`src/rtl/irq_agg_pkg.sv`:
```
package irq_agg_pkg;
  localparam int SM_CNT    = 4;
  localparam int FLAG_CNT  = 8;
  localparam int VIS_CNT   = 4;
  localparam int LINE_CNT  = 2;

  localparam int ADDR_CLR  = 0;
  localparam int ADDR_SET  = 1;

  function automatic int en_addr(input int line);
    return 2 + 2 * line;
  endfunction

  function automatic int frc_addr(input int line);
    return 3 + 2 * line;
  endfunction
endpackage

```
`src/rtl/irq_flag_bank.sv`:
```
module irq_flag_bank #(
  parameter int NUM_FLAGS = 8,
  parameter int ADDR_W    = 3,
  parameter int CLR_ADDR  = 0,
  parameter int SET_ADDR  = 1
) (
  input  logic                 clk_i,
  input  logic                 rst_ni,
  input  logic [NUM_FLAGS-1:0] sm_set_i,
  input  logic                 wr_en_i,
  input  logic [ADDR_W-1:0]    wr_addr_i,
  input  logic [NUM_FLAGS-1:0] wr_data_i,
  output logic [NUM_FLAGS-1:0] flags_o
);
  localparam logic [ADDR_W-1:0] CLR_A = ADDR_W'(CLR_ADDR);
  localparam logic [ADDR_W-1:0] SET_A = ADDR_W'(SET_ADDR);

  logic [NUM_FLAGS-1:0] flags_q, flags_d, clr_mask, set_mask;

  always_comb begin
    clr_mask = (wr_en_i && wr_addr_i == CLR_A) ? wr_data_i : '0;
    set_mask = (wr_en_i && wr_addr_i == SET_A) ? wr_data_i : '0;
    // set terms applied after clear: set wins
    flags_d  = (flags_q & ~clr_mask) | sm_set_i | set_mask;
  end

  always_ff @(posedge clk_i or negedge rst_ni) begin
    if (!rst_ni) flags_q <= '0;
    else         flags_q <= flags_d;
  end

  assign flags_o = flags_q;
endmodule

```
`src/rtl/irq_raw_merge.sv`:
```
module irq_raw_merge #(
  parameter int NUM_SM  = 4,
  parameter int NUM_VIS = 4,
  localparam int RAW_W  = 2 * NUM_SM + NUM_VIS
) (
  input  logic [NUM_SM-1:0]  rx_not_empty_i,
  input  logic [NUM_SM-1:0]  tx_not_full_i,
  input  logic [NUM_VIS-1:0] vis_flags_i,
  output logic [RAW_W-1:0]   raw_o
);
  assign raw_o = {vis_flags_i, tx_not_full_i, rx_not_empty_i};
endmodule

```
`src/rtl/irq_out_ctrl.sv`:
```
module irq_out_ctrl #(
  parameter int RAW_W    = 12,
  parameter int ADDR_W   = 3,
  parameter int EN_ADDR  = 2,
  parameter int FRC_ADDR = 3
) (
  input  logic              clk_i,
  input  logic              rst_ni,
  input  logic              wr_en_i,
  input  logic [ADDR_W-1:0] wr_addr_i,
  input  logic [RAW_W-1:0]  wr_data_i,
  input  logic [RAW_W-1:0]  raw_i,
  output logic [RAW_W-1:0]  masked_o,
  output logic              irq_o
);
  localparam logic [ADDR_W-1:0] EN_A  = ADDR_W'(EN_ADDR);
  localparam logic [ADDR_W-1:0] FRC_A = ADDR_W'(FRC_ADDR);

  logic [RAW_W-1:0] en_q, frc_q;
  logic             irq_q;

  always_ff @(posedge clk_i or negedge rst_ni) begin
    if (!rst_ni) begin
      en_q  <= '0;
      frc_q <= '0;
    end else if (wr_en_i) begin
      if (wr_addr_i == EN_A)  en_q  <= wr_data_i;
      if (wr_addr_i == FRC_A) frc_q <= wr_data_i;
    end
  end

  assign masked_o = (raw_i & en_q) | frc_q;

  always_ff @(posedge clk_i or negedge rst_ni) begin
    if (!rst_ni) irq_q <= 1'b0;
    else         irq_q <= |masked_o;
  end

  assign irq_o = irq_q;
endmodule

```
`src/rtl/irq_agg_ctrl.sv`:
```
module irq_agg_ctrl
  import irq_agg_pkg::*;
#(
  parameter int NUM_SM    = SM_CNT,
  parameter int NUM_FLAGS = FLAG_CNT,
  parameter int NUM_VIS   = VIS_CNT,
  parameter int NUM_OUT   = LINE_CNT,
  localparam int RAW_W    = 2 * NUM_SM + NUM_VIS,
  localparam int ADDR_W   = $clog2(2 + 2 * NUM_OUT)
) (
  input  logic                     clk_i,
  input  logic                     rst_ni,
  input  logic [NUM_SM-1:0]        rx_not_empty_i,
  input  logic [NUM_SM-1:0]        tx_not_full_i,
  input  logic [NUM_FLAGS-1:0]     sm_set_i,
  input  logic                     wr_en_i,
  input  logic [ADDR_W-1:0]        wr_addr_i,
  input  logic [RAW_W-1:0]         wr_data_i,
  output logic [NUM_FLAGS-1:0]     flags_o,
  output logic [RAW_W-1:0]         raw_o,
  output logic [NUM_OUT*RAW_W-1:0] masked_o,
  output logic [NUM_OUT-1:0]       irq_o
);
  logic [NUM_FLAGS-1:0] flags;
  logic [RAW_W-1:0]     raw;

  irq_flag_bank #(
    .NUM_FLAGS(NUM_FLAGS),
    .ADDR_W   (ADDR_W),
    .CLR_ADDR (ADDR_CLR),
    .SET_ADDR (ADDR_SET)
  ) u_flags (
    .clk_i    (clk_i),
    .rst_ni   (rst_ni),
    .sm_set_i (sm_set_i),
    .wr_en_i  (wr_en_i),
    .wr_addr_i(wr_addr_i),
    .wr_data_i(wr_data_i[NUM_FLAGS-1:0]),
    .flags_o  (flags)
  );

  irq_raw_merge #(
    .NUM_SM (NUM_SM),
    .NUM_VIS(NUM_VIS)
  ) u_raw (
    .rx_not_empty_i(rx_not_empty_i),
    .tx_not_full_i (tx_not_full_i),
    .vis_flags_i   (flags[NUM_VIS-1:0]),
    .raw_o         (raw)
  );

  for (genvar k = 0; k < NUM_OUT; k++) begin : g_line
    irq_out_ctrl #(
      .RAW_W   (RAW_W),
      .ADDR_W  (ADDR_W),
      .EN_ADDR (en_addr(k)),
      .FRC_ADDR(frc_addr(k))
    ) u_line (
      .clk_i    (clk_i),
      .rst_ni   (rst_ni),
      .wr_en_i  (wr_en_i),
      .wr_addr_i(wr_addr_i),
      .wr_data_i(wr_data_i),
      .raw_i    (raw),
      .masked_o (masked_o[k*RAW_W +: RAW_W]),
      .irq_o    (irq_o[k])
    );
  end

  assign flags_o = flags;
  assign raw_o   = raw;
endmodule

```
`config.mk`:
```
export PLATFORM = sky130hd
export DESIGN_NAME = irq_agg_ctrl
export DESIGN_NICKNAME = d
export VERILOG_FILES = /design/src/rtl/irq_agg_pkg.sv /design/src/rtl/irq_flag_bank.sv /design/src/rtl/irq_raw_merge.sv /design/src/rtl/irq_out_ctrl.sv /design/src/rtl/irq_agg_ctrl.sv
export SDC_FILE = /design/constraint.sdc
export NUM_CORES = 1
export LEC_CHECK = 0
export ABC_AREA = 0
export BUFFER_PORTS_ARGS = -buffer_cell sky130_fd_sc_hd__buf_2
export CORE_ASPECT_RATIO = 1.1
export CORE_UTILIZATION = 51
export CTS_CLUSTER_DIAMETER = 30
export DETAILED_ROUTE_END_ITERATION = 12
export PLACE_DENSITY = 0.91
export SLEW_MARGIN = 20
export SYNTH_ARGS = -nofsm -noshare
export SYNTH_HDL_FRONTEND = slang
export SYNTH_HIERARCHICAL = 1
export SYNTH_SLANG_ARGS = --single-unit
```
`constraint.sdc`:
```
create_clock -name clk_i -period 1.35 [get_ports clk_i]
set_input_delay 0.135 -clock clk_i [delete_from_list [all_inputs] [get_ports clk_i]]
set_output_delay 0.135 -clock clk_i [all_outputs]
set_load 0.01 [all_outputs]
```
Word-level counts from Yosys, hierarchy flattened --
Index checks and enable logic that the tools add are counted.
Cells by class: order comparisons 0, multiplexer cells 2, bitwise logic cells 8, eq/ne operators 5, $mul 0, div/mod/pow operators 0, shift operators 0, add/sub/neg operators 0, reductions and logical operators 9
Operator list (count):
- bitwise AND 12 bit | 2
- OR 12 bit | 2
- OR reduction 12 bit | 2
- 2-to-1 mux 8 bit | 2
- OR 8 bit | 2
- bitwise AND 8 bit | 1
- inverter 8 bit | 1
- AND reduction 2 bit | 4
- == test 3 x 2 -> 1 bit (second input constant) | 2
- == test 3 bit (second input constant) | 2
- == test 3 x 1 -> 1 bit (second input constant) | 1
- logical NOT 3 bit | 1
- logical AND 1 bit | 2
Storage, ports and cells: latch bits 0, input bits 34, memories 0, RAM bits 0, bits in registers 58, bits in read-only memories 0

Logic depth before layout (Yosys ltp) --
Gate-level depths: netlist of the first run.
depth in word-level cells 7, gate-level depth with buffers 4

Cells and area by module --
The synthesis of the first run kept the hierarchy.
By module, submodules not included:
- irq_out_ctrl (g_line[0].u_line) | instances 1, area each 1118.6 um^2, seq. area each 625.6 um^2, cells each 69
- irq_out_ctrl (g_line[1].u_line) | instances 1, area each 1049.8 um^2, seq. area each 625.6 um^2, cells each 69
- irq_flag_bank | instances 1, area each 347.8 um^2, seq. area each 200.2 um^2, cells each 27
- irq_raw_merge | instances 1, area each 90.1 um^2, seq. area each 0.0 um^2, cells each 12

Worst setup path before layout of the first run --
Ideal clock, no wire load.
path type reg-to-reg, start register u_flags.flags_q[1] (netlist: u_flags/flags_o[1]), end register g_line[0].u_line.irq_q, stages on the path, launching flop included 5, data arrival time 1.125 ns, library setup time 0.136 ns, buffers on the path 1, setup slack 0.089 ns, period minus slack after synthesis 1.261 ns, cell sequence dfrtp_1 > buf_4 > a21o_1 > nor4_1 > nand3_1
On the way: cells in the longest elaborated chain, start to end 3
RTL lines:
- start, declared | RTL line irq_flag_bank.sv:18 | logic [NUM_FLAGS-1:0] flags_q, flags_d, clr_mask, set_mask;
- start signal, assigned | RTL line irq_flag_bank.sv:29 | else flags_q <= flags_d;
- bitwise AND 12 bit | RTL line irq_out_ctrl.sv:32 | assign masked_o = (raw_i & en_q) | frc_q;
- OR 12 bit | RTL line irq_out_ctrl.sv:32
- net masked_o[9] | RTL line irq_agg_ctrl.sv:21 | output logic [NUM_OUT*RAW_W-1:0] masked_o,
- OR reduction 12 bit | RTL line irq_out_ctrl.sv:36 | else irq_q <= |masked_o;
- end signal, assigned | RTL line irq_out_ctrl.sv:36
- end, declared | RTL line irq_out_ctrl.sv:20 | logic irq_q;
The timed path passes the listed nets, and every way through them passes these cells. A chain may end at the register's enable or synchronous reset.

Final worst setup path of the first run --
start register u_flags.flags_q[2] (netlist: u_flags/flags_o[2]), end output port masked_o[10]
On the way: cells in the longest elaborated chain, start to end 2
RTL lines (RTL line):
- bitwise AND 12 bit | irq_out_ctrl.sv:32
- OR 12 bit | irq_out_ctrl.sv:32
- end, declared | irq_agg_ctrl.sv:21
Every way passes these cells.

==> reports/results.tsv, run 1 <==
metric	value	unit
ant_nets	0	
portBuffers	79	
regArea	1451	um^2
dr.pass1.iters	4	
hpwl	3.983	mm
sequentialPowerShare	45.0	%
syn_inst	177	
clkPwrFrac	32.8	%
wl_per_cell	18.52	um
synth_nets	211	
insertion_delay	0.33	ns
cap_violations	0	
cts_tree	done	
cts.clk_slew.worst_paths	0.06	ns
critPathArrivalTime	1.17	ns
regToRegEndpoint	g_line[0].u_line/irq_o	
die_y	76.98	um
crit_path_start	u_flags/flags_o[2]	
cts-root-buf	clkbuf_8	
syn_area	2606	um^2
num_antenna_cells	0	
ys_types	17	
hold_path.class	in -> reg	
setup.worst_path.end	masked_o[10]	
initial_core_util	54.50	%
grt_pass1_vias	1788	
synth_warnings	6	
fin_skew	0.005666	ns
wirelength	5.889	mm
yosysSeqAreaShare	55.69	%
drt_iter0_markers	153	
rr_worst_depth	3	
leakagePower	1.538	nW
hold_viol	0	
cts.sinks	58	
outcome	finished, final reports clean	
area_growth_syn_to_layout	24.77	%
synth_top_area_cell	dfrtp_1	
place_congestion	0.8028	
synthTopCellsByCount	58 x dfrtp_1, 38 x mux2_2, 24 x a21o_1	
ys_seq_elements	58	
period_minus_slack	1.305	ns
p_total	4.989	mW
reg2reg_from	g_line[0].u_line/en_q[4]	
p_per_area	1534	nW/um^2
antenna_found_initial	0	
slew_violations	0	
setup_tns	0	ns
cp-start-kind	flip-flop	
grt_max_degree	59	
pin_count	80	
synthArstFlopShare	100.0	%
finalCritPeriodShare	96.69	%
synth_top_area_share	55.69	%
fin_nets	292	
grt_pass1_wl	9.308	mm
cp.required	1.22	ns
swShare	26.93	%
synth_area_per_cell	14.72	um^2
ir_worst_vdd	734.8	uV
finalSetupViolations	0	
tightest_slew	0.6445	ns
synthTopCellsByArea	dfrtp_1 56%, mux2_2 16%, a21o_1 6.9%	
drt-vias-per-instance	5.673	
fin_util	68.00	%
max-slew-margin-rel	56.80	%
cts_max_level	3	
rsz0062_at_grt	false	
pre_cts_ws	-0.04997	ns
core_area	4782	um^2
crit_path_end_kind	output pin	
crit_type	reg -> out	
worstPathMaxFanout	5	
num_vias	1804	
num_rows	26	
max_freq	766.1	MHz
drc	0	
multi_input_area	1036	um^2
cell_internal_pwr	3.645	mW
power.switching	1.343	mW
fillers	345	
setup_ws	0.04464	ns
r2r_setup_slack	0.06	ns
pwr-share-comb	22.2	%
grt-ovfl-total	0	
synth_edf_count	0	
die_w	70.16	um
synth_top_flop_cell	dfrtp_1	
die_area	5401	um^2
track_usage	23.30	%
clockBufferDepth	2	
layout-drive-gt1-share	58.40	%
yosysMostFrequentCell	dfrtp_1	
cts_buffers	9	
==> cells in the final DEF, fill, tap and decap left out <==
| cell type | netlist | final |
|---|---|---|
| buf_4 | 13 | 2 |
| a21o_1 | 24 | 24 |
| clkbuf_1 | 0 | 1 |
| and4bb_2 | 1 | 1 |
| nor4_4 | 0 | 1 |
| a221o_1 | 8 | 8 |
| mux2_2 | 38 | 38 |
| nor4_2 | 0 | 1 |
| bufinv_16 | 0 | 1 |
| clkbuf_8 | 0 | 12 |
| clkinv_2 | 0 | 1 |
| buf_12 | 1 | 3 |
| nor4_1 | 6 | 4 |
| nand4b_1 | 1 | 1 |
| nor3_2 | 1 | 1 |
| nand2_1 | 9 | 9 |
| nor4b_4 | 1 | 1 |
| nand4b_4 | 1 | 1 |
| mux2_4 | 10 | 10 |
| dfrtp_1 | 58 | 58 |
| buf_2 | 0 | 79 |
| dlygate4sd3_1 | 0 | 2 |
| and4bb_4 | 1 | 1 |
| nand3_1 | 2 | 2 |
==> critical path, cell delays in order, from the launching register on <==
cell and delay [ns]:
dfrtp_1 0.45, a21o_1 0.24, buf_2 0.14
==> cells by family (layout without fill, tap and decap cells) <==
| kind of cell | after synthesis | in the layout | share of synthesized area (%) |
|---|---|---|---|
| multiplexers | 48 | 48 | 22.18 |
| flip-flops | 58 | 58 | 55.69 |
| AO/OA/AOI/OAI | 32 | 32 | 9.986 |
| AND/OR/NAND/NOR | 23 | 23 | 6.769 |
| buffers and inverters | 16 | 101 | 5.377 |
==> repair_timing <==
action	CTS	global route
hold buffers	2	0
endpoints found under the setup margin	1	2
resized for setup	1	2
buffers inserted	0	0
hold endpoints to repair	59	0
==> worst min-delay path by stage <==
| stage | from | to | slack (ns) | cells past startpoint |
|---|---|---|---|---|
| 2_1_floorplan | rst_ni | g_line[0].u_line/en_q[0] | -0.16 | 0 |
| 3_3_place_gp | rst_ni | g_line[0].u_line/frc_q[7] | 0.16 | 2 |
| 3_5_place_dp | rst_ni | u_flags/flags_o[7] | 0.15 | 2 |
| 4_1_cts | sm_set_i[7] | u_flags/flags_o[7] | 0.0001 | 2 |
| 5_1_grt | sm_set_i[4] | u_flags/flags_o[4] | 0.01 | 2 |
| 6_report | sm_set_i[7] | u_flags/flags_o[7] | 0.009 | 2 |
==> metal layers <==
metal | GRT usage [%] | share of wire (%) | vias to the layer above
met5 | 0 | 0 | -
met2 | 34.33 | 46 | 91
met3 | 3.548 | 5.5 | 16
met1 | 32.40 | 45 | 884
met4 | 14.20 | 2.9 | 0
li1 | - | - | 813
==> final cells by class <==
type | instances | area share (%)
Tap cell | 56 | 2.155
Multi-Input combinational cell | 103 | 31.86
Timing Repair Buffer | 86 | 15.08
Clock buffer | 13 | 5.194
Clock inverter | 2 | 1.077
Sequential cell | 58 | 44.63
==> power by group through the flow <==
stage | Sequential (mW) | Clock (mW) | Combinational, mW
floorplan | 2.21 | 0 | 0.692
global placement | 2.24 | 0 | 1.05
detailed placement | 2.26 | 0 | 1.07
CTS | 2.24 | 1.66 | 1.09
global route | 2.28 | 1.74 | 1.19
finish | 2.24 | 1.64 | 1.11
==> through the flow <==
stage | hold WS (ns) | cells | cell area (um^2)
after detailed placement | 0.1541 | 301 | 3007
after floorplan | -0.1606 | 177 | 2606
final | 0.008776 | 318 | 3252
after CTS | 0.0001162 | 318 | 3237
after global placement | 0.1559 | 301 | 3007
after global routing | 0.01200 | 318 | 3252
==> flip-flops by register name, indices dropped and copies added (netlist names) <==
name and cells:
u_flags/flags_o 8, g_line.u_line/irq_o 2, g_line.u_line/frc_q 24, g_line.u_line/en_q 24
Power figures use the tool's default switching activity.
==> inputs of run 2 (changes only) <==
Settings changed: BUFFER_PORTS_ARGS -buffer_cell sky130_fd_sc_hd__buf_2 to default, CORE_UTILIZATION 51 to 55, DONT_BUFFER_PORTS from default to 1, PLACE_DENSITY 0.91 to 0.82.
==> reports/results.tsv, run 2 (synthesis gave the netlist of run 1 again) <==
metric	value	unit	change
setup_tns	0	ns	unchanged
pre_cts_ws	-0.03333	ns	+0.01664 ns
fin_skew	0.006769	ns	+0.001102 ns
placed_area	2704	um^2	-10%
grt_pass1_vias	1838		+2.8%
critPathArrivalTime	1.17	ns	about the same
cap_violations	0		unchanged
antenna_found_initial	0		unchanged
drt-vias-per-instance	6.195		+9.2%
hold_buffers	20		+18
hpwl	3.990	mm	+0.18%
num_rows	25		-3.8%
multi_input_area	1051	um^2	+1.4%
max_freq	763.4	MHz	-0.35%
area_growth_syn_to_layout	20.45	%	
hold_path.class	in -> async		
drc	0		unchanged
crit_type	reg -> out		
pin_count	80		unchanged
outcome	complete, but fails checks		
fillers	290		-16%
place_congestion	0.8557		+6.6%
violations	hold timing		
grt_max_degree	59		unchanged
ant_nets	0		unchanged
swShare	26.39	%	-0.54 points
core_area	4410	um^2	-7.8%
insertion_delay	0.32	ns	about the same
finalCritPeriodShare	97.03	%	+0.34 points
sequentialPowerShare	46.2	%	+1.2 points
portBuffers	0		-100%
finalSetupViolations	0		unchanged
cts_buffers	9		unchanged
hold_slack	-0.4994	ns	-0.5082 ns
stdcell_area	3139	um^2	-3.5%
hold_viol	58		+58
grt-ovfl-total	0		unchanged
track_usage	26.49	%	+3.2 points
layout_common_cells	57 x dfrtp_1, 38 x mux2_2, 24 x a21o_1, 20 x buf_4, 20 x dlygate4sd3_1		
cp-start-kind	flip-flop		
num_vias	1685		-6.6%
max-slew-margin-rel	49.71	%	-7.1 points
final_common_cell	dfrtp_1		
wirelength	6.143	mm	+4.3%
cts_max_level	3		unchanged
cts_tree	done		
pwr-share-comb	21.3	%	-0.9 points
setup_ws	0.04010	ns	-0.004547 ns
die_area	5018	um^2	-7.1%
die_w	67.64	um	-3.6%
num_antenna_cells	0		unchanged
leakagePower	1.391	nW	-9.5%
fin_nets	247		-15%
crit_path_end_kind	output pin		
cts.clk_slew.worst_paths	0.06	ns	about the same
die_y	74.20	um	-3.6%
power.switching	1.286	mW	-4.3%
grt_pass1_wl	9.239	mm	-0.74%
dr.pass1.iters	4		unchanged
clkPwrFrac	32.6	%	-0.2 points
tightest_slew	0.7502	ns	+0.1057 ns
drt_iter0_markers	56		-63%
cts.sinks	58		unchanged
regArea	1453	um^2	about the same
ir_worst_vdd	862.7	uV	+17%
rsz0062_at_grt	true		
layout-drive-gt1-share	41.74	%	-17 points
p_per_area	1552	nW/um^2	+1.2%
worstPathMaxFanout	4		-1
initial_core_util	59.09	%	+4.6 points
period_minus_slack	1.310	ns	+0.004547 ns
cts-root-buf	clkbuf_8		
clockBufferDepth	2		unchanged
cp.required	1.22	ns	about the same
cell_internal_pwr	3.587	mW	-1.6%
slew_violations	0		unchanged
wl_per_cell	22.58	um	+22%
run 2: changes by cell type in the layout (fill, tap and decap cells not counted):
cell and delta:
buf_4 +18, buf_12 -2, clkbuf_1 +2, dfrtp_1 -1, nor4_1 -1, dlygate4sd3_1 +18
buf_2 -79, clkbuf_8 -1, nor4_4 +1, dfrtp_2 +1
run 2: final cells by class:
type                       count  share of cell area, %
multi-input combinational    103                  33.48
clock buffer                  14                  5.181
sequential                    58                  46.27
tap                           54                  2.152
timing repair buffer          41                  11.80
clock inverter                 2                  1.116
run 2: power groups by stage:
stage	Combinational [mW]	Clock [mW]	Sequential (mW)
floorplan	0.692	0	2.21
global placement	0.880	0	2.24
detailed placement	0.907	0	2.28
CTS	0.993	1.62	2.25
global route	1.10	1.69	2.29
finish	1.04	1.59	2.25
run 2: worst max-delay path, stage by stage (launching register included):
cell     delay (ns)
dfrtp_2        0.45
a21o_1         0.24
buf_4          0.16
run 2: layer usage:
metal	vias to the layer above	global-route usage (%)	routed length (um)
li1	725	-	-
met1	876	32.96	2503
met2	72	43.45	3228
met3	12	5.215	321
met4	0	13.71	89
met5	-	0	0
run 2: worst paths after layout:
path	slack, ns	end	from	cells after the start
worst max-delay path	0.04	masked_o[10]	u_flags/flags_o[2]	2
worst min-delay path	-0.50	g_line[0].u_line/en_q[7]	rst_ni	0
worst max register to register	0.05	g_line[0].u_line/irq_o	u_flags/flags_o[3]	4
worst min register to register	0.51	g_line[0].u_line/frc_q[10]	g_line[0].u_line/frc_q[10]	1
max in group asynchronous	1.75	u_flags/flags_o[2]	rst_ni	0
min in group clk_i	0.01	u_flags/flags_o[5]	wr_data_i[5]	2
run 2: repair_timing:
| item | CTS | global route |
|---|---|---|
| resized for setup | 2 | 4 |
| endpoints found under the setup margin | 1 | 2 |
| endpoints found under the hold margin | 114 | 58 |
| setup buffers | 0 | 0 |
| pin swaps | 0 | 1 |
run 2: through the flow:
step	std cells	total power, mW	utilization (%)
2_1_floorplan	177	2.902	-
3_3_place_gp	236	3.124	61.31
3_5_place_dp	236	3.185	61.31
4_1_cts	272	4.863	70.61
5_1_grt	272	5.074	71.18
6_report	272	4.873	71.18
==> inputs of run 3 (changes only) <==
Settings changed: CAP_MARGIN from default to 20, PLACE_DENSITY 0.82 to 0.85, SLEW_MARGIN 20 to default.
Clock period 1.35 ns to 1.1 ns, I/O delays scaled along.
==> reports/results.tsv, run 3 (synthesis gave the netlist of run 1 again) <==
metric	value	unit	change
cts.sinks	58		unchanged
power.switching	1.818	mW	+41%
cts_max_level	3		unchanged
hold_path.class	in -> async		
dr.pass1.iters	4		unchanged
drt_iter0_markers	113		+100%
cp.required	0.99	ns	-0.23 ns
placed_area	2917	um^2	+7.9%
clockBufferDepth	2		unchanged
antenna_found_initial	0		unchanged
max-slew-margin-rel	50.65	%	+0.94 points
leakagePower	1.642	nW	+18%
finalCritPeriodShare	116.2	%	
cts-root-buf	clkbuf_8		
outcome	complete, but fails checks		
p_per_area	1840	nW/um^2	+19%
regArea	1451	um^2	about the same
clkPwrFrac	27.9	%	-4.7 points
crit_buf_inv	2		+1
initial_core_util	59.09	%	unchanged
die_y	74.20	um	unchanged
worstPathMaxFanout	4		unchanged
p_total	6.631	mW	+36%
cp-start-kind	flip-flop		
critical_path.slowest_cell	dfrtp_1		
num_antenna_cells	0		unchanged
grt_pass1_vias	2094		+14%
slew_violations	0		unchanged
pwr-share-comb	30.2	%	+8.9 points
grt_max_degree	59		unchanged
cts.clk_slew.worst_paths	0.07	ns	about the same
cp_cell_sequence	a21o_1 > buf_6 > buf_6		
hpwl	4.059	mm	+1.7%
portBuffers	0		unchanged
hold_slack	-0.5278	ns	-0.02836 ns
rsz0062_at_grt	true		
core_area	4410	um^2	unchanged
layout_common_cells	58 x dfrtp_1, 38 x mux2_2, 33 x buf_6, 26 x buf_4, 24 x a21o_1		
tightest_slew	0.7362	ns	-0.01405 ns
drt-vias-per-instance	6.112		-1.3%
place_congestion	0.8152		-4.7%
ant_nets	0		unchanged
num_vias	1907		+13%
timing.critical_path.mode_cell	buf_6		
die_area	5018	um^2	unchanged
drc	0		unchanged
wirelength	7.057	mm	+15%
num_rows	25		unchanged
pin_count	80		unchanged
place_inst	261		+11%
setup_ws	-0.1778	ns	-0.2179 ns
crit_type	reg -> out		
layout-drive-gt1-share	52.71	%	+11 points
fin_skew	0.005450	ns	-0.001318 ns
setup_tns	-2.518	ns	-2.518 ns
hold_viol	58		unchanged
max_freq	782.6	MHz	
multi_input_area	1069	um^2	+1.7%
ir_worst_vdd	1083	uV	+26%
insertion_delay	0.33	ns	about the same
final_common_cell	dfrtp_1		
grt-ovfl-total	0		unchanged
crit_path_end_kind	output pin		
cell_internal_pwr	4.813	mW	+34%
cp_slowest_stage_delay	0.41	ns	-0.04 ns
grt_pass1_wl	10.72	mm	+16%
cts_buffers	9		unchanged
cap_violations	0		unchanged
period_minus_slack	1.278	ns	
critPathTopFamily	flip-flops		
fin_nets	288		+17%
fillers	217		-25%
hold_buffers	20		unchanged
finalSetupViolations	28		+28
pre_cts_ws	-0.1790	ns	-0.1456 ns
track_usage	30.83	%	+4.3 points
cts_tree	done		
stdcell_area	3603	um^2	+15%
critPathArrivalTime	1.17	ns	about the same
die_w	67.64	um	unchanged
swShare	27.42	%	+1.0 points
sequentialPowerShare	42.0	%	-4.2 points
violations	hold timing, setup timing		
stdcell_count	312		+15%
area_growth_syn_to_layout	38.26	%	
wl_per_cell	22.62	um	+0.15%
run 3: cell count changes in the layout (fill, tap and decap cells not counted):
cell,change
buf_12,+2
nor4_1,-2
buf_6,+33
dfrtp_1,+1
clkinv_2,+1
bufinv_16,-1
buf_4,+6
clkbuf_8,+2
nor4_2,+2
dfrtp_2,-1
nand3_1,-1
nand3_2,+1
clkbuf_1,-3
run 3: timing repair:
action / 4_1_cts / 5_1_grt
resized for setup: 38 / 3
hold endpoints to repair: 114 / 58
setup endpoints to repair: 26 / 30
pin swaps: 13 / 7
cloned: 0 / 0
setup buffers: 15 / 2
run 3: routing by layer:
| metal | global-route usage [%] | part of all wire, % | vias to the layer above |
|---|---|---|---|
| met5 | 0 | 0 | - |
| met2 | 48.84 | 50 | 86 |
| met1 | 36.74 | 39 | 983 |
| met3 | 7.669 | 5.7 | 31 |
| li1 | - | - | 807 |
| met4 | 21.04 | 4.5 | 0 |
run 3: area by class of cell:
| cell class | count | share of cell area, % |
|---|---|---|
| Clock buffer | 13 | 4.965 |
| Clock inverter | 2 | 0.2778 |
| Multi-Input combinational cell | 103 | 29.65 |
| Sequential cell | 58 | 40.28 |
| Tap cell | 54 | 1.875 |
| Timing Repair Buffer | 82 | 22.95 |
run 3: per-stage QoR:
stage / hold WS [ns] / utilization (%)
2_1_floorplan: -0.1856 / -
3_5_place_dp: -0.1845 / 66.13
3_3_place_gp: -0.1840 / 66.13
6_report: -0.5278 / 81.70
4_1_cts: -0.5417 / 81.11
5_1_grt: -0.5498 / 81.70
run 3: power groups by stage:
stage	clock network, mW	logic (mW)	registers (mW)
2_1_floorplan	0	0.850	2.71
3_3_place_gp	0	1.34	2.75
3_5_place_dp	0	1.38	2.80
4_1_cts	1.86	1.91	2.75
5_1_grt	2.02	2.10	2.81
6_report	1.85	2.00	2.78
run 3: final timing paths:
path	slack, ns	cells after the start	startpoint	end
worst max-delay path	-0.18	3	u_flags/flags_o[2]	masked_o[10]
worst max register to register	-0.14	4	u_flags/flags_o[3]	g_line[0].u_line/irq_o
min in group clk_i	0.10	3	tx_not_full_i[0]	g_line[1].u_line/irq_o
worst min register to register	0.51	1	g_line[0].u_line/frc_q[6]	g_line[0].u_line/frc_q[6]
worst min-delay path	-0.53	0	rst_ni	g_line[0].u_line/en_q[3]
max in group asynchronous	1.53	0	rst_ni	g_line[0].u_line/en_q[7]
